`src/rtl/rcs_pkg.sv`:
```
package rcs_pkg;
  localparam int RC_NUM   = 7;
  localparam int RC_W     = RC_NUM + 1;
  localparam int POR_IDX  = RC_NUM - 1;   // index in the cause vector
  localparam int POR_BIT  = POR_IDX + 1;  // bit in the status byte
  localparam int CLR_EN_BIT = 7;
  localparam logic [RC_W-1:0] POR_MASK = RC_W'(1) << POR_BIT;
endpackage

```
`src/rtl/rcs_capture.sv`:
```
module rcs_capture
  import rcs_pkg::*;
(
  input  logic              clk,
  input  logic              rst_n,
  input  logic [RC_NUM-1:0] cause_i,
  input  logic              clr_i,
  output logic [RC_W-1:0]   flags_o,
  output logic              armed_o
);
  logic              armed_q;
  logic [RC_W-1:0]   flags_q;
  logic [RC_W-1:0]   next_flags;

  always_ff @(posedge clk or negedge rst_n) begin
    if (!rst_n) armed_q <= 1'b0;
    else        armed_q <= 1'b1;
  end

  assign next_flags[0] = 1'b0;
  for (genvar i = 0; i < RC_NUM; i++) begin : g_map
    if (i == POR_IDX) begin : g_por
      assign next_flags[i+1] = cause_i[i];
    end else begin : g_other
      assign next_flags[i+1] = cause_i[i] & ~cause_i[POR_IDX];
    end
  end

  // loaded while reset holds armed_q low, last load on the release edge
  always_ff @(posedge clk) begin
    if (!armed_q)   flags_q <= next_flags;
    else if (clr_i) flags_q <= '0;
  end

  assign flags_o = flags_q;
  assign armed_o = armed_q;

  assert_por_excl_R1: assert property (@(posedge clk) disable iff (!rst_n)
    (armed_q && flags_q[POR_BIT]) |-> ((flags_q & ~POR_MASK) == '0));
  assert_rdclr_R4: assert property (@(posedge clk) disable iff (!rst_n)
    (armed_q && clr_i) |=> (flags_q == '0));
  assert_keep_R10: assert property (@(posedge clk) disable iff (!rst_n)
    (armed_q && !clr_i) |=> $stable(flags_q));
endmodule

```
`src/rtl/rcs_ctrl.sv`:
```
module rcs_ctrl
  import rcs_pkg::*;
(
  input  logic clk,
  input  logic rst_n,
  input  logic wr_i,
  input  logic wbit_i,
  output logic clr_en_o
);
  logic en_q;

  always_ff @(posedge clk or negedge rst_n) begin
    if (!rst_n)    en_q <= 1'b0;
    else if (wr_i) en_q <= wbit_i;
  end

  assign clr_en_o = en_q;

  assert_ctrl_wr_R7: assert property (@(posedge clk) disable iff (!rst_n)
    wr_i |=> (en_q == $past(wbit_i)));
  assert_ctrl_hold_R7: assert property (@(posedge clk) disable iff (!rst_n)
    !wr_i |=> $stable(en_q));
endmodule

```
`src/rtl/rcs_bus.sv`:
```
module rcs_bus
  import rcs_pkg::*;
#(
  parameter int              ADDR_W      = 16,
  parameter logic [ADDR_W-1:0] STATUS_ADDR = 16'hFE01,
  parameter logic [ADDR_W-1:0] CTRL_ADDR   = 16'hFE03
) (
  input  logic              clk,
  input  logic              rst_n,
  input  logic              rd_i,
  input  logic              wr_i,
  input  logic [ADDR_W-1:0] addr_i,
  input  logic              brk_i,
  input  logic              clr_en_i,
  input  logic [RC_W-1:0]   flags_i,
  output logic              ctrl_wr_o,
  output logic              clr_o,
  output logic [RC_W-1:0]   rdata_o
);
  logic hit_stat, hit_ctrl;

  assign hit_stat  = (addr_i == STATUS_ADDR);
  assign hit_ctrl  = (addr_i == CTRL_ADDR);
  assign ctrl_wr_o = wr_i & hit_ctrl;
  assign clr_o     = rd_i & hit_stat & (~brk_i | clr_en_i);

  always_comb begin
    rdata_o = '0;
    if (rd_i && hit_stat)      rdata_o = flags_i;
    else if (rd_i && hit_ctrl) rdata_o[CLR_EN_BIT] = clr_en_i;
  end

  assert_brk_hold_R5: assert property (@(posedge clk) disable iff (!rst_n)
    (rd_i && hit_stat && brk_i && !clr_en_i) |-> !clr_o);
  assert_brk_clr_R6: assert property (@(posedge clk) disable iff (!rst_n)
    (rd_i && hit_stat && brk_i && clr_en_i) |-> clr_o);
  assert_ctrl_rsvd_R7: assert property (@(posedge clk) disable iff (!rst_n)
    (rd_i && hit_ctrl) |-> (rdata_o[CLR_EN_BIT-1:0] == '0));
  assert_unmapped_R9: assert property (@(posedge clk) disable iff (!rst_n)
    (!rd_i || (!hit_stat && !hit_ctrl)) |-> (rdata_o == '0 && !clr_o));
endmodule

```
`src/rtl/reset_cause_status.sv`:
```
module reset_cause_status
  import rcs_pkg::*;
#(
  parameter int                ADDR_W      = 16,
  parameter logic [ADDR_W-1:0] STATUS_ADDR = 16'hFE01,
  parameter logic [ADDR_W-1:0] CTRL_ADDR   = 16'hFE03
) (
  input  logic              clk,
  input  logic              rst_n,
  input  logic              rc_por,
  input  logic              rc_pin,
  input  logic              rc_wdog,
  input  logic              rc_badop,
  input  logic              rc_badaddr,
  input  logic              rc_monitor,
  input  logic              rc_lowv,
  input  logic              dbg_break,
  input  logic              bus_rd,
  input  logic              bus_wr,
  input  logic [ADDR_W-1:0] bus_addr,
  input  logic [RC_W-1:0]   bus_wdata,
  output logic [RC_W-1:0]   bus_rdata
);
  logic [RC_NUM-1:0] cause_vec;
  logic [RC_W-1:0]   flags;
  logic              armed;
  logic              clr;
  logic              clr_en;
  logic              ctrl_wr;
  logic              wdata_unused;

  assign cause_vec = {rc_por, rc_pin, rc_wdog, rc_badop,
                      rc_badaddr, rc_monitor, rc_lowv};
  assign wdata_unused = ^{bus_wdata[CLR_EN_BIT-1:0], armed};

  rcs_capture u_cap (
    .clk(clk), .rst_n(rst_n), .cause_i(cause_vec), .clr_i(clr),
    .flags_o(flags), .armed_o(armed)
  );

  rcs_ctrl u_ctrl (
    .clk(clk), .rst_n(rst_n), .wr_i(ctrl_wr),
    .wbit_i(bus_wdata[CLR_EN_BIT]), .clr_en_o(clr_en)
  );

  rcs_bus #(.ADDR_W(ADDR_W), .STATUS_ADDR(STATUS_ADDR), .CTRL_ADDR(CTRL_ADDR)) u_bus (
    .clk(clk), .rst_n(rst_n), .rd_i(bus_rd), .wr_i(bus_wr), .addr_i(bus_addr),
    .brk_i(dbg_break), .clr_en_i(clr_en), .flags_i(flags),
    .ctrl_wr_o(ctrl_wr), .clr_o(clr), .rdata_o(bus_rdata)
  );

  assert_wr_stat_R8: assert property (@(posedge clk) disable iff (!rst_n)
    (armed && bus_wr && !bus_rd && bus_addr == STATUS_ADDR) |=> $stable(flags));
endmodule

```
`config.mk`:
```
export PLATFORM = sky130hd
export DESIGN_NAME = reset_cause_status
export DESIGN_NICKNAME = d
export VERILOG_FILES = /design/src/rtl/rcs_pkg.sv /design/src/rtl/rcs_capture.sv /design/src/rtl/rcs_ctrl.sv /design/src/rtl/rcs_bus.sv /design/src/rtl/reset_cause_status.sv
export SDC_FILE = /design/constraint.sdc
export NUM_CORES = 1
export LEC_CHECK = 0
export ABC_CLOCK_PERIOD_IN_PS = 1650
export BUFFER_PORTS_ARGS = -buffer_cell sky130_fd_sc_hd__buf_4
export CAP_MARGIN = 20
export CORE_AREA = 4 4 46 44
export DETAILED_ROUTE_END_ITERATION = 7
export DIE_AREA = 0 0 50 48
export PLACE_DENSITY = 0.71
export SYNTH_ARGS = -nofsm -noshare
export SYNTH_HDL_FRONTEND = slang
export SYNTH_SLANG_ARGS = --single-unit
```
`constraint.sdc`:
```
create_clock -name clk -period 1.65 [get_ports clk]
set_input_delay 0.2475 -clock clk [delete_from_list [all_inputs] [get_ports clk]]
set_output_delay 0.2475 -clock clk [all_outputs]
set_load 0.005 [all_outputs]
```
==> reports/results.ini, run 1 <==
[worst_setup_path]
path_class = input pin to output pin
ff2ff_setup_slack_ns = 0.61
crit_required_ns = 1.40
reg2reg_to = u_cap.flags_o[7]$_SDFFCE_PP0P_
ff2ff_path_depth = 2
setup.worst_path.start = bus_addr[2]
worstPathMaxFanout = 7
cp.arrival_ns = 1.64
critPathCaptureType = output pin
cp-start-kind = input pin
r2r-start = u_ctrl.clr_en_o$_DFFE_PN0P_

[cells_and_area]
final_nets = 118
drive_gt1_share_pct = 67.9
final_util_pct = 55.4
layout.cells.non_filler = 105
diodes = 0
areaGrowthSynthToFinish_pct = 88.8

[placed_design]
gp_congestion = 0.680
post-dp-hpwl_um = 896
dp_cells = 96
io_buffers = 35

[floorplanning]
dieArea_um2 = 2400
row_count = 14
fp.dieW_um = 50
start_util_pct = 29.4
die_y_um = 48
ioPinCount = 44
coreArea_um2 = 1590

[timing]
fin_crit_ns = 1.89
finalSetupViolations = 14
post-route-period-util_pct = 115
fin_ws_ns = -0.242
setup-tns-final_ns = -2.60
slew_viol_final = 0
fin_skew_ns = 0.00256
grt_setup_unrepaired = yes
hold_violations = 0
fmax_ghz = 0.529

[run]
drv_cap = 0

[grt]
grt_use_total_pct = 11.7
overflow = 0
grt_pass1_wl_mm = 1.89
antenna_found_initial = 0
grt_max_degree = 8
grt_pass1_vias = 428

[clock_network]
clk-insertion-delay-late_ns = 0.26
cts_root_buf = clkbuf_4
cts-htree-levels = 1
path_clk_slew_ns = 0.06
numCtsBuffers = 3
cts_buffer_depth = 2
cts_sinks = 9
cts_tree = yes

[pwr]
intPower_uw = 402
pwr-share-comb_pct = 15.2
sw_frac_of_total_pct = 19.9
p_clk_share_pct = 32.9
ir_drop_uv = 321
switchingPower_uw = 99.8
p_leak_nw = 0.424
power_density_nw_per_um2 = 568
seq_power_share_pct = 51.9

[worst_hold_path]
hold_path.class = input pin to register
hold_end = u_ctrl.clr_en_o$_DFFE_PN0P_
min_from = bus_wdata[7]
hold_depth = 2

[status]
violations = negative setup slack
outcome = finished with violations

[logic_synthesis]
syn_nets = 74
synth_fa_ha_area_share_pct = 0
synth_edf_count = 7
synth_top_family_by_area = simple AND/OR/NAND/NOR gates
yosys_warnings = 0
netlist_area_um2 = 468
yosysTopAreaCellShare_pct = 44.9
yosysUniqueCellTypes = 18
synth.area.top_cells = edfxtp_1, and2_1, dfrtp_1
synthArstFlopShare_pct = 22.2
synth_xor_area_share_pct = 0
yosysTopAreaCell = edfxtp_1
synthSimpleGateAreaFrac_pct = 34.2
postSynthRegisterBits = 9
muxShareOfSynthArea_pct = 4.81
syn_avg_cell_area_um2 = 12.3
synth_compound_gate_area_share_pct = 2.14
yosysSeqAreaShare_pct = 55.6
netlist_instances = 38
synth_ff_type = edfxtp_1

[route]
finalWirelength_mm = 1.25
wl_per_cell_um = 11.9
drc_errors = 0
dr_total_vias = 426
drtIter0Drc = 3
antenna_left = 0
vias_per_cell = 4.06
drtPass1Iterations = 2

-- Yosys cell counts (all sizes together) (2+ instances only) --
cell type  count
conb           2
edfxtp         7
dfrtp          2
mux2           2
or4b           2
and2          12
-- worst max-delay path: stages --
cell and delay (ns):
buf_6 0.09, or4b_4 0.54, nor4_4 0.24, and3b_2 0.29, and2_4 0.16, buf_6 0.08
-- cells by family after synthesis --
group	Yosys count
muxes	2
DFF	9
AOI/OAI and AO/OA	1
buffers and inverters	1
other	2
and+or+nand+nor	23
-- routing by layer --
metal | part of all wire, % | track usage, % | up-vias
li1 | - | - | 216
met1 | 34 | 11.0 | 188
met2 | 57 | 19.8 | 18
met3 | 6.8 | 5.92 | 4
met4 | 2.6 | 9.94 | 0
met5 | 0 | 0 | -
-- sequential cells by signal, summed over array words and instances, names as in the netlist --
register	count
u_ctrl.clr_en_o	1
u_cap.flags_o	7
u_cap.armed_o	1
-- worst max-delay path by stage --
| stage | cells after the start | slack, ns | to |
|---|---|---|---|
| final | 6 | -0.24 | bus_rdata[3] |
| after global routing | 6 | -0.28 | bus_rdata[6] |
| after CTS | 6 | -0.22 | bus_rdata[5] |
| after detailed placement | 6 | -0.34 | bus_rdata[5] |
| after global placement | 6 | -0.29 | bus_rdata[4] |
| after floorplan | 4 | -0.11 | u_cap.flags_o[1]$_SDFFCE_PP0P_ |
-- power by group through the flow --
stage	Sequential (mW)	Clock, mW	Combinational [mW]
2_1_floorplan	0.264	0	0.0187
3_3_place_gp	0.265	0	0.0685
3_5_place_dp	0.265	0	0.0692
4_1_cts	0.261	0.175	0.0748
5_1_grt	0.261	0.195	0.0835
6_report	0.261	0.165	0.0763
-- layout by cell type, fill, tap and decap left out, drive strengths merged --
cell type	Yosys	layout
and3b	1	1
nand2b	1	1
clkinv	0	1
buf	1	39
dlygate4sd3	0	1
clkbuf	0	3
nand4	1	1
and2	12	12
nor4	1	1
nor2	1	1
dfrtp	2	2
a21bo	1	1
or4b	2	2
nor2b	1	1
nand3	1	1
and3	1	1
edfxtp	7	7
conb	2	2
mux2	2	2
nand3b	1	1
-- through the flow --
| stage | instance area [µm²] | hold slack, ns | total power, mW | setup slack [ns] |
|---|---|---|---|---|
| after floorplan | 474 | -0.0481 | 0.283 | -0.110 |
| after global placement | 759 | 0.0330 | 0.333 | -0.288 |
| after detailed placement | 759 | 0.0312 | 0.334 | -0.344 |
| after CTS | 872 | 0.239 | 0.510 | -0.223 |
| after global routing | 883 | 0.237 | 0.540 | -0.278 |
| final | 883 | 0.250 | 0.502 | -0.242 |
-- timing repair --
item,in CTS,in global routing
endpoints found under the setup margin,14,15
pin swaps,10,1
setup buffers,3,2
hold buffers,1,0
gates resized for setup,14,2
endpoints found under the hold margin,2,0
-- final cells by class --
| cell class | count | area [µm²] |
|---|---|---|
| Sequential cell | 9 | 260 |
| Tap cell | 24 | 30.0 |
| Fill cell | 141 | 711 |
| Timing Repair Buffer | 40 | 329 |
| Multi-Input combinational cell | 28 | 236 |
| Clock buffer | 3 | 22.5 |
| Clock inverter | 1 | 5.00 |
Power figures use the tool's default switching activity.
==> run 2, diff against run 1 <==
--- a/config.mk
+++ b/config.mk
@@ -8,10 +8,11 @@
 export ABC_CLOCK_PERIOD_IN_PS = 1650
 export BUFFER_PORTS_ARGS = -buffer_cell sky130_fd_sc_hd__buf_4
 export CAP_MARGIN = 20
-export CORE_AREA = 4 4 46 44
+export CORE_AREA = 4 4 44 46
 export DETAILED_ROUTE_END_ITERATION = 7
-export DIE_AREA = 0 0 50 48
-export PLACE_DENSITY = 0.71
+export DIE_AREA = 0 0 48 50
+export GPL_TIMING_DRIVEN = 0
+export PLACE_DENSITY = 0.7
 export SYNTH_ARGS = -nofsm -noshare
 export SYNTH_HDL_FRONTEND = slang
 export SYNTH_SLANG_ARGS = --single-unit
==> reports/results.ini, run 2 (same netlist as run 1, synthesis figures left out) <==
[timing]
finalSetupViolations = 14  ; unchanged
post-route-period-util_pct = 114  ; was 115%
hold_violations = 0  ; unchanged
slew_viol_final = 0  ; unchanged
fmax_ghz = 0.532  ; was 0.529 GHz
fin_skew_ns = 0.00499  ; was 0.00256 ns
fin_ws_ns = -0.228  ; was -0.242 ns
grt_setup_unrepaired = yes  ; unchanged
fin_crit_ns = 1.88  ; was 1.89 ns
hold_ws_ns = 0.212  ; was 0.250 ns

[route]
vias_per_cell = 4.07  ; was 4.06
drc_errors = 0  ; unchanged
antenna_left = 0  ; unchanged
drtIter0Drc = 0  ; was 3
wl_per_cell_um = 11.3  ; was 11.9 µm
drtPass1Iterations = 1  ; was 2
dr_total_vias = 395  ; was 426
finalWirelength_mm = 1.09  ; was 1.25 mm

[placed_design]
post-place-ws_ns = -0.377  ; was -0.344 ns
io_buffers = 35  ; unchanged
post-dp-hpwl_um = 930  ; was 896 µm
placedInstanceArea_um2 = 757  ; was 759 µm²
gp_congestion = 0.714  ; was 0.680

[cells_and_area]
final_area_um2 = 866  ; was 883 µm²
mostFrequentLayoutCells = buf_4, and2_1, edfxtp_1, buf_6  ; was buf_4, and2_1, buf_6, edfxtp_1, and2_4
drive_gt1_share_pct = 64.2  ; was 67.9%
layout_commonest_cell = buf_4  ; unchanged
largest_reg_flops = 7  ; unchanged
areaGrowthSynthToFinish_pct = 85.0  ; was 88.8%
diodes = 0  ; unchanged
final_util_pct = 57.5  ; was 55.4%
final_nets = 118  ; unchanged

[worst_setup_path]
slowest_stage = or4b_4  ; unchanged
r2r-start = u_ctrl.clr_en_o$_DFFE_PN0P_  ; unchanged
max_stage_delay_ns = 0.53  ; was 0.54 ns
crit_chain = buf_6 > or4b_4 > nor4_4 > and3b_2 > and2_1 > buf_4  ; was buf_6 > or4b_4 > nor4_4 > and3b_2 > and2_4 > buf_6
cp-start-kind = input pin  ; unchanged
path_buf_inv = 2  ; unchanged
critPathCaptureType = output pin  ; unchanged
crit_required_ns = 1.40  ; about the same
worstPathMaxFanout = 7  ; unchanged
setup.worst_path.start = bus_addr[2]  ; unchanged
path_class = input pin to output pin  ; unchanged
critical-path-top-delay-family = simple AND/OR/NAND/NOR gates  ; unchanged
cp.arrival_ns = 1.63  ; was 1.64 ns

[floorplanning]
coreArea_um2 = 1510  ; was 1590 µm²
die_y_um = 50  ; was 48 µm
dieArea_um2 = 2400  ; unchanged
ioPinCount = 44  ; unchanged
fp.dieW_um = 48  ; was 50 µm
row_count = 14  ; unchanged
start_util_pct = 31.1  ; was 29.4%

[clock_network]
numCtsBuffers = 3  ; unchanged
path_clk_slew_ns = 0.06  ; about the same
cts_root_buf = clkbuf_4  ; unchanged
cts_buffer_depth = 2  ; unchanged
cts_tree = yes  ; unchanged
cts_sinks = 9  ; unchanged
clk-insertion-delay-late_ns = 0.26  ; about the same
cts-htree-levels = 1  ; unchanged

[grt]
overflow = 0  ; unchanged
grt_max_degree = 8  ; unchanged
grt_use_total_pct = 10.6  ; was 11.7%
antenna_found_initial = 0  ; unchanged
grt_pass1_wl_mm = 1.77  ; was 1.89 mm
grt_pass1_vias = 419  ; was 428

[worst_hold_path]
hold_path.class = input pin to register  ; unchanged
min_from = bus_wdata[7]  ; unchanged

[pwr]
ir_drop_uv = 357  ; was 321 µV
power_uw = 503  ; was 502 µW
power_density_nw_per_um2 = 581  ; was 568 nW/µm²
p_leak_nw = 0.420  ; was 0.424 nW

[run]
drv_cap = 0  ; unchanged

[status]
violations = negative setup slack  ; unchanged
outcome = finished with violations  ; unchanged

==> run 2: metal layers <==
metal,vias up,track usage [%],routed length [µm]
li1,216,-,-
met1,156,12.2,393
met2,20,15.9,576
met3,3,4.36,92
met4,0,6.28,29
met5,-,0,0
==> run 2: final timing paths <==
| path | depth (start not counted) | to | slack (ns) |
|---|---|---|---|
| min in group asynchronous | 2 | u_ctrl.clr_en_o$_DFFE_PN0P_ | 0.30 |
| max reg2reg | 2 | u_cap.flags_o[5]$_SDFFCE_PP0P_ | 0.62 |
| max in group asynchronous | 2 | u_cap.armed_o$_DFF_PN0_ | 1.26 |
| min | 2 | u_ctrl.clr_en_o$_DFFE_PN0P_ | 0.21 |
| max | 6 | bus_rdata[2] | -0.23 |
| min reg2reg | 1 | u_ctrl.clr_en_o$_DFFE_PN0P_ | 0.53 |
==> run 2: area by class of cell <==
| type | instances | area (µm²) |
|---|---|---|
| plain buffers | 1 | 7.51 |
| well taps | 16 | 20.0 |
| multi-input cells | 28 | 234 |
| flip-flops and latches | 9 | 260 |
| fillers | 130 | 641 |
| repair buffers | 39 | 318 |
| clock buffers | 4 | 26.3 |
==> run 2: stage by stage <==
stage | std cells | TNS, ns
6_report | 97 | -2.45
5_1_grt | 97 | -3.28
4_1_cts | 96 | -2.01
3_5_place_dp | 89 | -5.15
3_3_place_gp | 89 | -4.14
2_1_floorplan | 38 | -0.970
==> run 2: report_power, final <==
| group | switching, mW | total [mW] | internal [mW] |
|---|---|---|---|
| sequential | 0.00280 | 0.260 | 0.257 |
| combinational | 0.0191 | 0.0754 | 0.0562 |
| clock | 0.0746 | 0.168 | 0.0931 |
| total | 0.0966 | 0.503 | 0.407 |
==> run 2: what timing repair did <==
| action | CTS | global route |
|---|---|---|
| pin swaps | 9 | 2 |
| hold endpoints to repair | 2 | 0 |
| buffers inserted | 2 | 1 |
| endpoints found under the setup margin | 14 | 14 |
| resized for setup | 11 | 2 |
| hold buffers | 1 | 0 |
==> run 3, diff against run 2 <==
==> constraint.sdc (replaced) <==
create_clock -name clk -period 1.65 [get_ports clk]
set_input_delay 0.33 -clock clk [delete_from_list [all_inputs] [get_ports clk]]
set_output_delay 0.33 -clock clk [all_outputs]
set_load 0.005 [all_outputs]
==> reports/results.ini, run 3 (same netlist as run 1, synthesis figures left out) <==
[worst_setup_path]
setup.worst_path.start = bus_addr[7]  ; was bus_addr[2]
worstPathMaxFanout = 7  ; unchanged
ff2ff_path_depth = 2  ; unchanged
critPathCaptureType = output pin  ; unchanged
cp.arrival_ns = 1.72  ; was 1.63 ns
path_class = input pin to output pin  ; unchanged
crit_required_ns = 1.32  ; was 1.40 ns
ff2ff_setup_slack_ns = 0.61  ; was 0.62 ns
cp-start-kind = input pin  ; unchanged
r2r-start = u_ctrl.clr_en_o$_DFFE_PN0P_  ; unchanged
reg2reg_to = u_cap.flags_o[1]$_SDFFCE_PP0P_  ; was u_cap.flags_o[5]$_SDFFCE_PP0P_
crit_end = bus_rdata[4]  ; was bus_rdata[2]

[placed_design]
dp_cells = 89  ; unchanged
gp_congestion = 0.657  ; was 0.714
io_buffers = 35  ; unchanged

[floorplanning]
row_count = 14  ; unchanged
dieArea_um2 = 2400  ; unchanged
ioPinCount = 44  ; unchanged
die_y_um = 50  ; unchanged
coreArea_um2 = 1510  ; unchanged
fp.dieW_um = 48  ; unchanged
start_util_pct = 31.1  ; unchanged

[cells_and_area]
largest_reg_flops = 7  ; unchanged
final_util_pct = 60.3  ; was 57.5%
drive_gt1_share_pct = 69.5  ; was 64.2%
n_fill_cell = 136  ; was 130
diodes = 0  ; unchanged
layout.cells.non_filler = 98  ; was 97
areaGrowthSynthToFinish_pct = 94.1  ; was 85.0%
mostFrequentLayoutCells = buf_4, buf_6, and2_1, edfxtp_1, and2_4  ; was buf_4, and2_1, edfxtp_1, buf_6
final_nets = 119  ; was 118
layout_commonest_cell = buf_4  ; unchanged

[run]
drv_cap = 0  ; unchanged

[route]
antenna_left = 0  ; unchanged
finalWirelength_mm = 1.20  ; was 1.09 mm
wl_per_cell_um = 12.2  ; was 11.3 µm
dr_total_vias = 417  ; was 395
drtIter0Drc = 5  ; was 0
vias_per_cell = 4.26  ; was 4.07
drc_errors = 0  ; unchanged
drtPass1Iterations = 2  ; was 1

[grt]
grt_use_total_pct = 10.7  ; was 10.6%
antenna_found_initial = 0  ; unchanged
grt_max_degree = 8  ; unchanged
grt_pass1_vias = 407  ; was 419
grt_pass1_wl_mm = 1.70  ; was 1.77 mm
overflow = 0  ; unchanged

[timing]
fin_ws_ns = -0.398  ; was -0.228 ns
grt_setup_unrepaired = yes  ; unchanged
slew_viol_final = 0  ; unchanged
fin_skew_ns = 0.00411  ; was 0.00499 ns
finalSetupViolations = 15  ; was 14
hold_ws_ns = 0.311  ; was 0.212 ns
setup-tns-final_ns = -4.29  ; was -2.45 ns
hold_violations = 0  ; unchanged
fmax_ghz = 0.488  ; was 0.532 GHz
post-route-period-util_pct = 124  ; was 114%
fin_crit_ns = 2.05  ; was 1.88 ns

[clock_network]
numCtsBuffers = 3  ; unchanged
cts_sinks = 9  ; unchanged
path_clk_slew_ns = 0.06  ; about the same
cts_root_buf = clkbuf_4  ; unchanged
cts-htree-levels = 1  ; unchanged
cts_tree = yes  ; unchanged
clk-insertion-delay-late_ns = 0.26  ; about the same
cts_buffer_depth = 2  ; unchanged

[pwr]
p_leak_nw = 0.437  ; was 0.420 nW
ir_drop_uv = 366  ; was 357 µV
power_density_nw_per_um2 = 560  ; was 581 nW/µm²
power_uw = 508  ; was 503 µW

[status]
outcome = finished with violations  ; unchanged
violations = negative setup slack  ; unchanged

[worst_hold_path]
hold_path.class = input pin to register  ; unchanged

==> run 3: timing repair <==
item,4_1_cts,5_1_grt
hold buffers,1,0
gates resized for setup,10,11
endpoints found under the setup margin,14,15
pin swaps,9,6
buffers inserted,2,3
endpoints found under the hold margin,2,0
==> run 3: worst min-delay path by stage <==
| stage | start | to | depth (start not counted) |
|---|---|---|---|
| 6_report | bus_wdata[7] | u_ctrl.clr_en_o$_DFFE_PN0P_ | 2 |
| 5_1_grt | bus_wdata[7] | u_ctrl.clr_en_o$_DFFE_PN0P_ | 2 |
| 4_1_cts | bus_wdata[7] | u_ctrl.clr_en_o$_DFFE_PN0P_ | 2 |
| 3_3_place_gp | rst_n | u_cap.armed_o$_DFF_PN0_ | 1 |
| 2_1_floorplan | rst_n | u_cap.armed_o$_DFF_PN0_ | 0 |
| 3_5_place_dp | rst_n | u_ctrl.clr_en_o$_DFFE_PN0P_ | 1 |
==> run 3: stage by stage <==
step                setup WS (ns)  instance area [µm²]
finish                     -0.398                  908
CTS                        -0.382                  850
floorplan                  -0.196                  474
detailed placement         -0.509                  757
global route               -0.443                  908
global placement           -0.471                  757
==> run 3: routing by layer <==
metal / up-vias / track usage (%) / part of all wire (%)
met2: 14 / 17.0 / 60
met3: 2 / 4.73 / 7.2
met4: 0 / 8.07 / 0.67
met5: - / 0 / 0
li1: 219 / - / -
met1: 182 / 10.3 / 32
==> run 3: cell type report <==
| class | instances | area [µm²] | area share (%) |
|---|---|---|---|
| tap | 16 | 20.0 | 2.20 |
| multi-input combinational | 28 | 253 | 27.8 |
| timing repair buffer | 40 | 340 | 37.5 |
| sequential | 9 | 260 | 28.7 |
| clock inverter | 1 | 5.00 | 0.551 |
| clock buffer | 3 | 22.5 | 2.48 |
| buffer | 1 | 7.51 | 0.826 |
==> run 3: critical path, cell delays in order <==
cell and delay, ns:
buf_6 0.09, or4b_4 0.55, nor4_4 0.23, and3b_2 0.28, and2_4 0.16, buf_6 0.08
==> run 3: power by group <==
group / internal, mW / leakage, nW / switching [mW] / total, mW
Clock: 0.0894 / 0.0177 / 0.0776 / 0.167
Sequential: 0.257 / 0.0963 / 0.00330 / 0.261
Combinational: 0.0588 / 0.323 / 0.0219 / 0.0807
Total: 0.406 / 0.437 / 0.103 / 0.508
